==> src/rtl/line_zc_pkg.sv <==
package line_zc_pkg;
  typedef enum logic [1:0] {
    WARN_QUARTER = 2'd0,
    WARN_HALF    = 2'd1,
    WARN_SHORT   = 2'd2,
    WARN_LONG    = 2'd3
  } warn_sel_e;
endpackage

==> src/rtl/lzc_cross.sv <==
// Threshold select, crossing detection and valley-midpoint countdown.
module lzc_cross #(
  parameter int DW       = 11,
  parameter int CNT_W    = 16,
  parameter int INIT_LEN = 4000
) (
  input  logic             clk,
  input  logic             rst_n,
  input  logic             acc,
  input  logic [DW-1:0]    sample,
  input  logic [6:0]       thr_init,
  input  logic [DW-1:0]    avg_level,
  output logic             fall_now,
  output logic             zc_now
);
  localparam int INIT_W = $clog2(INIT_LEN + 1);
  localparam int SH     = DW - 7;

  logic [INIT_W-1:0] init_cnt;
  logic              prev_low, valley_act, down_act;
  logic [CNT_W-1:0]  vwidth, down;
  logic [DW-1:0]     thr;
  logic              init_phase, is_low, rise_now;
  logic [CNT_W-1:0]  half_w;

  assign init_phase = init_cnt < INIT_W'(INIT_LEN);
  assign thr        = init_phase ? (DW'(thr_init) << SH) : avg_level;
  assign is_low     = sample < thr;
  assign fall_now   = acc && is_low && !prev_low;
  assign rise_now   = acc && !is_low && valley_act;
  assign half_w     = vwidth >> 1;
  assign zc_now     = (rise_now && half_w == '0) ||
                      (acc && down_act && down == CNT_W'(1));

  always_ff @(posedge clk) begin
    if (!rst_n) begin
      init_cnt   <= '0;
      prev_low   <= 1'b1;
      valley_act <= 1'b0;
      vwidth     <= '0;
      down_act   <= 1'b0;
      down       <= '0;
    end else if (acc) begin
      if (init_phase) init_cnt <= init_cnt + 1'b1;
      prev_low <= is_low;
      if (fall_now) begin
        valley_act <= 1'b1;
        vwidth     <= CNT_W'(1);
      end else if (valley_act && is_low && vwidth != '1) begin
        vwidth <= vwidth + 1'b1;
      end
      if (rise_now) begin
        valley_act <= 1'b0;
        down_act   <= half_w != '0;
        down       <= half_w;
      end else if (down_act) begin
        if (down == CNT_W'(1)) down_act <= 1'b0;
        else down <= down - 1'b1;
      end
    end
  end
endmodule

==> src/rtl/lzc_period.sv <==
// Half-period measurement, plausibility window and timeout.
module lzc_period #(
  parameter int CNT_W = 16
) (
  input  logic             clk,
  input  logic             rst_n,
  input  logic             acc,
  input  logic             fall_now,
  input  logic [CNT_W-1:0] min_half,
  input  logic [CNT_W-1:0] max_half,
  output logic [CNT_W-1:0] half_period,
  output logic             period_fault,
  output logic             tmo_now
);
  logic [CNT_W-1:0] pc;
  logic [CNT_W:0]   meas;
  logic             bad, upd;

  assign meas    = {1'b0, pc} + 1'b1;
  assign bad     = (meas < {1'b0, min_half}) || (meas > {1'b0, max_half});
  assign tmo_now = acc && !fall_now && (pc >= max_half);

  always_ff @(posedge clk) begin
    if (!rst_n) begin
      pc           <= '0;
      half_period  <= '0;
      period_fault <= 1'b0;
      upd          <= 1'b0;
    end else begin
      upd <= 1'b0;
      if (acc) begin
        if (fall_now) begin
          pc           <= '0;
          half_period  <= bad ? max_half : meas[CNT_W-1:0];
          period_fault <= bad;
          upd          <= 1'b1;
        end else if (tmo_now) begin
          pc           <= '0;
          half_period  <= max_half;
          period_fault <= 1'b1;
          upd          <= 1'b1;
        end else begin
          pc <= pc + 1'b1;
        end
      end
    end
  end


  pc_bound_chk: assert property (@(posedge clk) disable iff (!rst_n)
    $past(acc) |-> pc <= $past(max_half));


  fault_sub_chk: assert property (@(posedge clk) disable iff (!rst_n)
    (upd && period_fault) |-> half_period == $past(max_half));
endmodule

==> src/rtl/lzc_avg.sv <==
// Half-cycle accumulator with a restoring sequential divider.
module lzc_avg #(
  parameter int DW    = 11,
  parameter int CNT_W = 16
) (
  input  logic          clk,
  input  logic          rst_n,
  input  logic          acc,
  input  logic [DW-1:0] sample,
  input  logic          zc_now,
  output logic [DW-1:0] avg_level
);
  localparam int ACC_W  = DW + CNT_W + 1;
  localparam int DEN_W  = CNT_W + 1;
  localparam int STEP_W = $clog2(ACC_W + 1);
  localparam int PW     = ACC_W + DEN_W;

  logic [ACC_W-1:0]  sum, nq, num_q;
  logic [DEN_W-1:0]  cnt, den_q, rem;
  logic [DEN_W:0]    rem_sh;
  logic [STEP_W-1:0] step;
  logic              busy, fin, ge;
  logic [ACC_W-1:0]  num_in;
  logic [DEN_W-1:0]  den_in;

  assign num_in = sum + ACC_W'(sample);
  assign den_in = cnt + 1'b1;
  assign rem_sh = {rem, nq[ACC_W-1]};
  assign ge     = rem_sh >= {1'b0, den_q};

  always_ff @(posedge clk) begin
    if (!rst_n) begin
      sum <= '0; cnt <= '0; nq <= '0; num_q <= '0; den_q <= '0;
      rem <= '0; step <= '0; busy <= 1'b0; fin <= 1'b0;
      avg_level <= '0;
    end else begin
      fin <= 1'b0;
      if (acc) begin
        if (zc_now) begin
          sum <= '0;
          cnt <= '0;
        end else begin
          sum <= num_in;
          cnt <= den_in;
        end
      end
      if (busy) begin
        nq   <= {nq[ACC_W-2:0], ge};
        rem  <= ge ? DEN_W'(rem_sh - {1'b0, den_q}) : rem_sh[DEN_W-1:0];
        step <= step + 1'b1;
        if (step == STEP_W'(ACC_W - 1)) begin
          busy <= 1'b0;
          fin  <= 1'b1;
        end
      end else if (acc && zc_now) begin
        busy  <= 1'b1;
        step  <= '0;
        nq    <= num_in;
        num_q <= num_in;
        den_q <= den_in;
        rem   <= '0;
      end
      if (fin) avg_level <= nq[DW-1:0];
    end
  end


  div_result_chk: assert property (@(posedge clk) disable iff (!rst_n)
    fin |-> ((PW'(nq) * PW'(den_q) <= PW'(num_q)) &&
             (PW'(num_q) - PW'(nq) * PW'(den_q) < PW'(den_q))));
endmodule

==> src/rtl/lzc_lowwarn.sv <==
// Consecutive-low counter and line-low warning.
module lzc_lowwarn
  import line_zc_pkg::*;
#(
  parameter int DW     = 11,
  parameter int CNT_W  = 16,
  parameter int WARN_A = 200,
  parameter int WARN_B = 400
) (
  input  logic             clk,
  input  logic             rst_n,
  input  logic             acc,
  input  logic [DW-1:0]    sample,
  input  logic [DW-1:0]    low_level,
  input  logic [1:0]       warn_sel,
  input  logic [CNT_W-1:0] half_period,
  output logic             line_low
);
  localparam int LW = CNT_W + 1;

  warn_sel_e      sel;
  logic [LW-1:0]  limit, run, run_n;

  assign sel = warn_sel_e'(warn_sel);

  always_comb begin
    unique case (sel)
      WARN_QUARTER: limit = LW'(half_period >> 1);
      WARN_HALF:    limit = LW'(half_period);
      WARN_SHORT:   limit = LW'(WARN_A);
      default:      limit = LW'(WARN_B);
    endcase
  end

  assign run_n = (run == '1) ? run : run + 1'b1;

  always_ff @(posedge clk) begin
    if (!rst_n) begin
      run      <= '0;
      line_low <= 1'b0;
    end else if (acc) begin
      if (sample < low_level) begin
        run      <= run_n;
        line_low <= run_n > limit;
      end else begin
        run      <= '0;
        line_low <= 1'b0;
      end
    end
  end


  warn_on_sample_chk: assert property (@(posedge clk) disable iff (!rst_n)
    $rose(line_low) |-> $past(acc));
endmodule

==> src/rtl/line_zc_timer.sv <==
module line_zc_timer #(
  parameter int DW       = 11,
  parameter int CNT_W    = 16,
  parameter int INIT_LEN = 4000,
  parameter int WARN_A   = 200,
  parameter int WARN_B   = 400
) (
  input  logic             clk,
  input  logic             rst_n,
  input  logic             in_valid,
  output logic             in_ready,
  input  logic [DW-1:0]    in_sample,
  input  logic [6:0]       thr_init,
  input  logic [CNT_W-1:0] min_half,
  input  logic [CNT_W-1:0] max_half,
  input  logic [DW-1:0]    low_level,
  input  logic [1:0]       warn_sel,
  output logic [CNT_W-1:0] half_period,
  output logic             zc_pulse,
  output logic             period_fault,
  output logic [DW-1:0]    avg_level,
  output logic             line_low
);
  logic acc, fall_now, zc_real, tmo_now, zc_any;

  assign acc    = in_valid && in_ready;
  assign zc_any = zc_real || tmo_now;

  always_ff @(posedge clk) begin
    if (!rst_n) begin
      in_ready <= 1'b0;
      zc_pulse <= 1'b0;
    end else begin
      in_ready <= 1'b1;
      zc_pulse <= acc && zc_any;
    end
  end

  lzc_cross #(.DW(DW), .CNT_W(CNT_W), .INIT_LEN(INIT_LEN)) u_cross (
    .clk(clk), .rst_n(rst_n), .acc(acc), .sample(in_sample),
    .thr_init(thr_init), .avg_level(avg_level),
    .fall_now(fall_now), .zc_now(zc_real));

  lzc_period #(.CNT_W(CNT_W)) u_period (
    .clk(clk), .rst_n(rst_n), .acc(acc), .fall_now(fall_now),
    .min_half(min_half), .max_half(max_half),
    .half_period(half_period), .period_fault(period_fault),
    .tmo_now(tmo_now));

  lzc_avg #(.DW(DW), .CNT_W(CNT_W)) u_avg (
    .clk(clk), .rst_n(rst_n), .acc(acc), .sample(in_sample),
    .zc_now(zc_any), .avg_level(avg_level));

  lzc_lowwarn #(.DW(DW), .CNT_W(CNT_W), .WARN_A(WARN_A), .WARN_B(WARN_B)) u_warn (
    .clk(clk), .rst_n(rst_n), .acc(acc), .sample(in_sample),
    .low_level(low_level), .warn_sel(warn_sel),
    .half_period(half_period), .line_low(line_low));


  zc_after_sample_chk: assert property (@(posedge clk) disable iff (!rst_n)
    zc_pulse |-> $past(acc));
endmodule

==> config.mk <==
export PLATFORM = sky130hd
export DESIGN_NAME = line_zc_timer
export DESIGN_NICKNAME = d
export VERILOG_FILES = /design/src/rtl/line_zc_pkg.sv /design/src/rtl/lzc_cross.sv /design/src/rtl/lzc_period.sv /design/src/rtl/lzc_avg.sv /design/src/rtl/lzc_lowwarn.sv /design/src/rtl/line_zc_timer.sv
export SDC_FILE = /design/constraint.sdc
export NUM_CORES = 1
export LEC_CHECK = 0
export ABC_AREA = 0
export BUFFER_PORTS_ARGS = -buffer_cell sky130_fd_sc_hd__buf_2
export CORE_UTILIZATION = 64
export CTS_BUF_LIST = sky130_fd_sc_hd__clkbuf_4
export DETAILED_ROUTE_END_ITERATION = 6
export GPL_ROUTABILITY_DRIVEN = 0
export PLACE_DENSITY_LB_ADDON = 0.2
export SETUP_SLACK_MARGIN = 0.5
export SLEW_MARGIN = 15
export SYNTH_ARGS = -nofsm -noshare
export SYNTH_HDL_FRONTEND = slang
export SYNTH_HIERARCHICAL = 1
export SYNTH_SLANG_ARGS = --single-unit
export TNS_END_PERCENT = 1
==> constraint.sdc <==
create_clock -name clk -period 6.5 [get_ports clk]
set_input_delay 0.325 -clock clk [delete_from_list [all_inputs] [get_ports clk]]
set_output_delay 0.325 -clock clk [all_outputs]
set_load 0.05 [all_outputs]
==> results of run 1 <==
cells in the final DEF, fill, tap and decap left out, types with 8 or more instances in the layout:
| cell | instances |
|---|---|
| nor2b_1 | 9 |
| a41oi_1 | 8 |
| o21ai_0 | 109 |
| buf_2 | 96 |
| xor2_1 | 41 |
| a211oi_1 | 42 |
| dfxtp_1 | 225 |
| nand2b_1 | 11 |
| nand2_1 | 139 |
| and3_1 | 33 |
| nand4_1 | 34 |
| a311oi_1 | 8 |
| clkbuf_4 | 83 |
| inv_1 | 97 |
| o21a_1 | 16 |
| dlygate4sd3_1 | 18 |
| buf_4 | 12 |
| nor4_1 | 19 |
| o21ai_1 | 23 |
| a21o_1 | 13 |
| a31oi_1 | 14 |
| nand3_1 | 76 |
| nor3_1 | 39 |
| clkinv_1 | 21 |
| o31ai_1 | 13 |
| mux2i_1 | 59 |
| or2_2 | 9 |
| a21oi_1 | 118 |
| or3_1 | 13 |
| a22oi_1 | 32 |
| xnor2_1 | 51 |
| ha_1 | 119 |
| and2_1 | 8 |
| or4_1 | 11 |
| nor2_1 | 175 |
routing by layer:
| metal | vias up | global-route usage (%) |
|---|---|---|
| met1 | 6557 | 41.5 |
| li1 | 6806 | - |
| met5 | - | 0 |
| met2 | 569 | 52.9 |
| met3 | 91 | 5.19 |
| met4 | 0 | 14.3 |
cells in the mapped netlist (14+ instances only):
master    number
a211oi_1      42
a21oi_1      118
a22oi_1       32
a31oi_1       14
and3_1        33
clkbuf_1      60
dfxtp_1      225
ha_1         119
inv_1         98
mux2i_1       59
nand2_1      139
nand3_1       76
nand4_1       34
nor2_1       177
nor3_1        40
nor4_1        19
o21a_1        16
o21ai_0      109
o21ai_1       23
xnor2_1       51
xor2_1        41
timing repair:
action                     CTS  global route
hold buffers                18             0
setup endpoints to repair    0             0
hold endpoints to repair    20             0
power groups by stage:
stage,Clock [uW],Sequential (uW),Combinational [uW]
finish,1250,1400,265
global route,1340,1400,292
CTS,1280,1400,260
detailed placement,0,1430,250
global placement,0,1430,243
floorplan,0,1430,171
worst max-delay path by stage:
stage                                end                 from  slack (ns)  cells after the start
after detailed placement  u_avg/den_q[8]  u_cross/init_cnt[5]        1.11                     18
after floorplan             u_avg/nq[24]  u_cross/init_cnt[5]        1.97                     18
after CTS                 u_avg/den_q[9]  u_cross/init_cnt[5]        1.04                     18
after global routing        u_avg/nq[19]  u_cross/init_cnt[5]        0.58                     17
final                       u_avg/nq[19]  u_cross/init_cnt[5]        1.06                     17
after global placement    u_avg/den_q[8]  u_cross/init_cnt[5]        1.27                     18
state kept, by name (all words and copies together), names as in the netlist, 17 cells and up:
name	cells
u_avg/cnt	17
u_avg/den_q	17
u_avg/nq	28
u_avg/rem	17
u_avg/sum	28
u_warn/run	17
cell type report:
class                      count  area (sq um)  share of cell area (%)
antenna                        1          2.50                  0.0155
multi-input combinational   1386          9430                    58.3
sequential                   225          4500                    27.9
clock inverter                23           124                   0.766
tap                          285           357                    2.21
inverter                     100           375                    2.32
clock buffer                  83           623                    3.85
timing repair buffer         126           751                    4.64
kinds of logic after synthesis:
logic type | count (synthesis)
xor+xnor | 92
compound gates | 479
buf+inv | 187
mux | 60
simple gates | 634
flops | 225
fa+ha+maj | 121
worst min-delay path, cell delays in order:
cell     delay [ns]
buf_2          0.15
ha_1           0.17
nand2_1        0.05
nor2_1         0.08
a21oi_1        0.04
nor2_1         0.07
per-stage QoR:
step	hold slack (ns)	std cells	total power [uW]	worst slack (ns)	instance area (sq um)
floorplan	0.353	1798	1600	1.97	14700
global placement	0.442	2104	1670	1.27	15200
detailed placement	0.442	2104	1680	1.11	15200
CTS	0.137	2228	2940	1.04	16200
global route	0.182	2229	3040	0.576	16200
finish	0.192	2229	2920	1.06	16200
==> qor.csv, run 1 <==
stage,metric,value,unit
run_status,status,completed,
final_layout,drive_gt1_share,13.4,%
synthesis,muxShareOfSynthArea,4.10,%
power_and_ir_drop,p_clk_share,42.9,%
clock_tree,cts.reportedPaths.clkPinSlew,0.06,ns
synthesis,syn_nets,1985,
global_routing,antenna_found_initial,1,
synthesis,ys_seq_elements,225,
power_and_ir_drop,p_sw_share,27.4,%
power_and_ir_drop,internal-power,2120,uW
floorplan,core_area,22600,sq um
synthesis,yosysUniqueCellTypes,105,
power_and_ir_drop,leakagePower,0.00673,uW
clock_tree,cts-root-buf,clkbuf_4,
power_and_ir_drop,ir_worst_vdd,0.000126,V
sta,maxSlewHeadroom,22.5,%
floorplan,die_h,153,um
power_and_ir_drop,power_density,180,nW/um^2
synthesis,seq_area_frac_synth,30.7,%
power_and_ir_drop,p_sw,800,uW
route,ant_nets,0,
floorplan,die_area,23600,sq um
worst_setup_path,endpoint_kind,flip-flop,
sta,setup_viol,0,
power_and_ir_drop,power_frac_comb,9.1,%
global_routing,grt_pass1_wl,63000,um
worst_setup_path,critPathTopFamily,simple AND/OR/NAND/NOR gates,
worst_setup_path,critPathArrivalTime,6.09,ns
route,first_pass_iters,5,
route,vias_per_cell,6.29,
synthesis,yosys.area.top_type_share,30.7,%
final_layout,final_util,71.6,%
sta,skew,0.0515,ns
route,vias,14000,
placement,io_buffers,96,
synthesis,netlist_top_cells_area,"dfxtp_1, ha_1, nor2_1",
synthesis,synth.largest_area_cell,dfxtp_1,
floorplan,fp.dieW,153,um
synthesis,syn-cell-area,14700,sq um
route,first_iter_violations,1115,
route,route.met3.wl,2560,um
worst_setup_path,crit_type,flip-flop to flip-flop,
clock_tree,h-tree-depth,2,
job,cap_violations,0,
worst_setup_path,slowest_delay,0.84,ns
synthesis,synth_async_sr_flop_share,0,%
sta,maxSlewViolCount,0,
floorplan,num_rows,55,
worst_setup_path,reg2reg_depth,17,
worst_setup_path,cp_max_fo,29,
worst_hold_path,hold_start,in_sample[0],
route,post-route-drc-count,0,
route,met2WireLength,17500,um
worst_setup_path,cp_slowest_cell,nor2_1,
worst_setup_path,r2r_start,u_cross/init_cnt[5],
worst_hold_path,min_path_cells,6,
clock_tree,clock_latency,0.74,ns
placement,dp_hpwl,26700,um
worst_setup_path,worstPathCellList,o21ai_0 > nor2_1 > mux2i_1 > ha_1 > nand4_1 > a2111o_1 > a31o_2 > nand4_2 > nor2_1 > inv_1 > nand2_1 > nor2b_1 > or2_1 > buf_4 > and2_0 > nand2_1 > o21ai_0,
floorplan,initial_core_util,65.1,%
synthesis,synth_simple_gate_area_share,22.4,%
synthesis,synth_ff_type,dfxtp_1,
sta,tightest_slew,1.16,ns
route,wl,38200,um
synthesis,synth_top_family_by_area,simple AND/OR/NAND/NOR gates,
clock_tree,cts_inserted_buffers,60,
global_routing,grt_start_max_net_pins,43,
clock_tree,cts_num_sinks,225,
worst_setup_path,reg2reg_slack,1.06,ns
route,maxUsedRoutingLayer,met4,
sta,post-route-period-util,83.7,%
synthesis,synth_warnings,6,
synthesis,synth_compound_area_share,21.6,%
synthesis,synthCells,1798,
sta,min_period,5.44,ns
clock_tree,cts_resized,0,
final_layout,syn_to_final_growth,10.1,%
sta,fmax,184,MHz
worst_setup_path,r2r_end,u_avg/nq[19],
worst_hold_path,min_path_type,input pin to flip-flop,
synthesis,synth_edf_count,0,
sta,hold_viol,0,
global_routing,grt_usage,32.1,%
global_routing,grt_pass1_vias,13200,
final_layout,fillerInstances,1794,
route,wl_per_cell,17.1,um
clock_tree,cts_buffer_depth,3,
floorplan,ios,97,
sta,rsz0062_at_grt,false,
final_layout,nNetsFinal,2086,
global_routing,overflow,0,
sta,setup_tns,0,ns
worst_setup_path,startpoint_type,flip-flop,
worst_setup_path,critical_path_required,7.15,ns
power_and_ir_drop,seqPwrFrac,48.0,%
route,wl_met1,17000,um
synthesis,synthAdderAreaFrac,10.4,%
clock_tree,cts_tree,yes,
synthesis,synthXorXnorAreaFrac,5.49,%
clock_tree,cts_setup_buffers,0,
worst_hold_path,whs_endpoint,u_avg/sum[0],
synthesis,avgSynthCellArea,8.17,sq um
worst_setup_path,cp_num_buf_inv,2,
No activity file was read; power rests on OpenSTA's default activity.
==> run 2, diff against run 1 <==
Settings changed: CORE_UTILIZATION 64 to 57.
Clock period 6.5 ns to 4.8 ns, I/O delays scaled along.
==> run 2 against run 1 <==
  * Hold slack got worse by 0.076 ns
  * Flip-flop and latch count unchanged
  * Critical path depth is 3 higher
  * Global-route usage decreased by 3.4 points
  * Sequential share of layout area shrank 0.27 points
  * Utilization decreased by 7.0 points
  * Maximum frequency increased by 34%
  * Via count is 1.8% lower
  * Die area rose by 12%
  * Highest routed layer unchanged
  * Non-clock buffer count increased by 6
  * First-iteration DRC count fell by 6.5%
==> qor.csv, run 2 (synthesized netlist as in run 1, its figures left out) <==
stage,metric,value,unit
run_status,status,completed,
route,met2WireLength,17700,um
job,cap_violations,0,
global_routing,overflow,0,
final_layout,layout_commonest_cell,dfxtp_1,
route,vias,13800,
route,maxUsedRoutingLayer,met4,
power_and_ir_drop,power_density,242,nW/um^2
power_and_ir_drop,p_clk_share,42.8,%
final_layout,seq_area,4510,sq um
sta,setup_viol,0,
worst_setup_path,endpoint_kind,flip-flop,
route,first_pass_iters,5,
sta,setup_tns,0,ns
power_and_ir_drop,internal-power,2870,uW
worst_setup_path,r2r_start,u_cross/init_cnt[9],
clock_tree,cts_inserted_buffers,61,
clock_tree,cts_tree,yes,
power_and_ir_drop,seqPwrFrac,48.0,%
worst_setup_path,cp_num_buf_inv,5,
final_layout,layout_common_cells,"dfxtp_1, nor2_1, nand2_1",
floorplan,fp.dieW,163,um
worst_setup_path,crit_top_cell,buf_4,
sta,maxSlewHeadroom,28.2,%
power_and_ir_drop,p_sw,1080,uW
sta,post-route-period-util,84.7,%
worst_setup_path,startpoint_type,flip-flop,
global_routing,grt_pass1_vias,12900,
final_layout,syn_to_final_growth,11.2,%
worst_setup_path,cp_slowest_cell,a2111o_1,
placement,dpl.cell_count,2154,
final_layout,layoutNonFillerInstCount,2283,
route,first_iter_violations,1043,
floorplan,initial_core_util,58.1,%
sta,fmax,246,MHz
worst_setup_path,crit_start,u_cross/init_cnt[9],
sta,rsz0062_at_grt,true,
sta,hold_viol,0,
final_layout,multi_input_area,9460,sq um
global_routing,antenna_found_initial,1,
global_routing,grt_usage,28.8,%
final_layout,fillerInstances,2245,
clock_tree,cts-root-buf,clkbuf_4,
route,wl_met1,17900,um
sta,whs,0.116,ns
global_routing,grt_pass1_wl,62500,um
clock_tree,cts_num_sinks,225,
floorplan,ios,97,
power_and_ir_drop,ir_worst_vdd,0.000167,V
final_layout,nNetsFinal,2093,
sta,skew,0.0702,ns
worst_setup_path,slowest_delay,0.42,ns
worst_setup_path,critPathTopFamily,simple AND/OR/NAND/NOR gates,
clock_tree,h-tree-depth,2,
route,route.met3.wl,2170,um
worst_setup_path,worstPathCellList,nand4_1 > nor2_2 > buf_6 > mux2i_1 > ha_1 > nand4_1 > a2111o_1 > a31o_2 > nand4_4 > nor2_2 > inv_1 > nand2_1 > nor2b_2 > or2_4 > buf_4 > nand2b_1 > buf_4 > nor2_4 > buf_4 > a22o_1,
worst_setup_path,critPathArrivalTime,4.69,ns
placement,io_buffers,96,
route,ant_nets,0,
placement,dp_hpwl,27400,um
floorplan,num_rows,58,
worst_setup_path,cp_max_fo,13,
worst_setup_path,crit_type,flip-flop to flip-flop,
power_and_ir_drop,leakagePower,0.00679,uW
worst_hold_path,min_path_type,input pin to flip-flop,
floorplan,die_h,163,um
clock_tree,cts.reportedPaths.clkPinSlew,0.06,ns
route,wl,38500,um
route,post-route-drc-count,0,
clock_tree,cts_buffer_depth,3,
floorplan,core_area,25300,sq um
worst_hold_path,hold_start,in_sample[0],
global_routing,grt_start_max_net_pins,54,
sta,maxSlewViolCount,0,
final_layout,drive_gt1_share,14.5,%
final_layout,largest_registers,"u_avg/nq x28, u_avg/sum x28",
power_and_ir_drop,p_sw_share,27.5,%
clock_tree,clock_latency,0.74,ns
worst_setup_path,critical_path_required,5.43,ns
route,wl_per_cell,16.9,um
sta,tightest_slew,1.07,ns
floorplan,die_area,26400,sq um
sta,min_period,4.07,ns
power_and_ir_drop,power_frac_comb,9.2,%
route,vias_per_cell,6.03,
-- run 2: cell count changes in the layout (fill, tap and decap cells not counted), moves of 2 or more --
cell / change
buf_6: +4
nor2_2: +3
clkinv_2: +3
clkbuf_4: +6
nor2_1: -4
clkinv_1: -5
buf_4: +2
-- run 2: what timing repair did --
action | CTS | global route
setup endpoints to repair | 30 | 104
pin swaps | 0 | 1
hold endpoints to repair | 21 | 0
hold buffers | 18 | 0
setup buffers | 0 | 1
resized for setup | 2 | 13
-- run 2: final cells by class --
cell class,instances,area share (%)
Antenna cell,1,0.0153
Clock buffer,89,4.09
Clock inverter,20,0.552
Inverter,100,2.30
Multi-Input combinational cell,1386,57.9
Sequential cell,225,27.6
Tap cell,330,2.53
Timing Repair Buffer,132,4.97
-- run 2: power by group through the flow --
stage | Clock, uW | Combinational, uW | Sequential [uW]
after floorplan | 0 | 232 | 1940
after global placement | 0 | 334 | 1940
after detailed placement | 0 | 343 | 1940
after CTS | 1740 | 357 | 1900
after global routing | 1830 | 403 | 1900
final | 1690 | 365 | 1900
-- run 2: path summary, 6_finish.rpt --
path	endpoint	slack, ns	depth (start not counted)
worst min-delay path	u_avg/sum[0]	0.12	6
worst max register to register	u_avg/sum[9]	0.73	20
worst min register to register	u_cross/init_cnt[11]	0.48	2
worst max-delay path	u_avg/sum[9]	0.73	20
-- run 2: worst reg2reg max path, stage by stage (launching register included) --
cell and delay [ns]:
dfxtp_1 0.37, nand4_1 0.14, nor2_2 0.15, buf_6 0.18
mux2i_1 0.10, ha_1 0.32, nand4_1 0.11, a2111o_1 0.42
a31o_2 0.27, nand4_4 0.16, nor2_2 0.06, inv_1 0.14
nand2_1 0.13, nor2b_2 0.18, or2_4 0.19, buf_4 0.20
nand2b_1 0.15, buf_4 0.23, nor2_4 0.10, buf_4 0.18
a22o_1 0.19
-- run 2: through the flow --
stage | worst slack [ns] | utilization (%) | area (sq um) | total power [uW]
after floorplan | 0.671 | - | 14700 | 2170
after global placement | 0.513 | 60.7 | 15300 | 2270
after detailed placement | 0.268 | 60.7 | 15300 | 2280
after CTS | 0.425 | 64.4 | 16300 | 3990
after global routing | 0.461 | 64.6 | 16300 | 4130
final | 0.734 | 64.6 | 16300 | 3950
-- run 2: metal layers --
| metal | up-vias | track usage (%) |
|---|---|---|
| met3 | 66 | 4.13 |
| met2 | 406 | 46.9 |
| met4 | 0 | 10.8 |
| li1 | 6828 | - |
| met1 | 6464 | 38.4 |
| met5 | - | 0 |
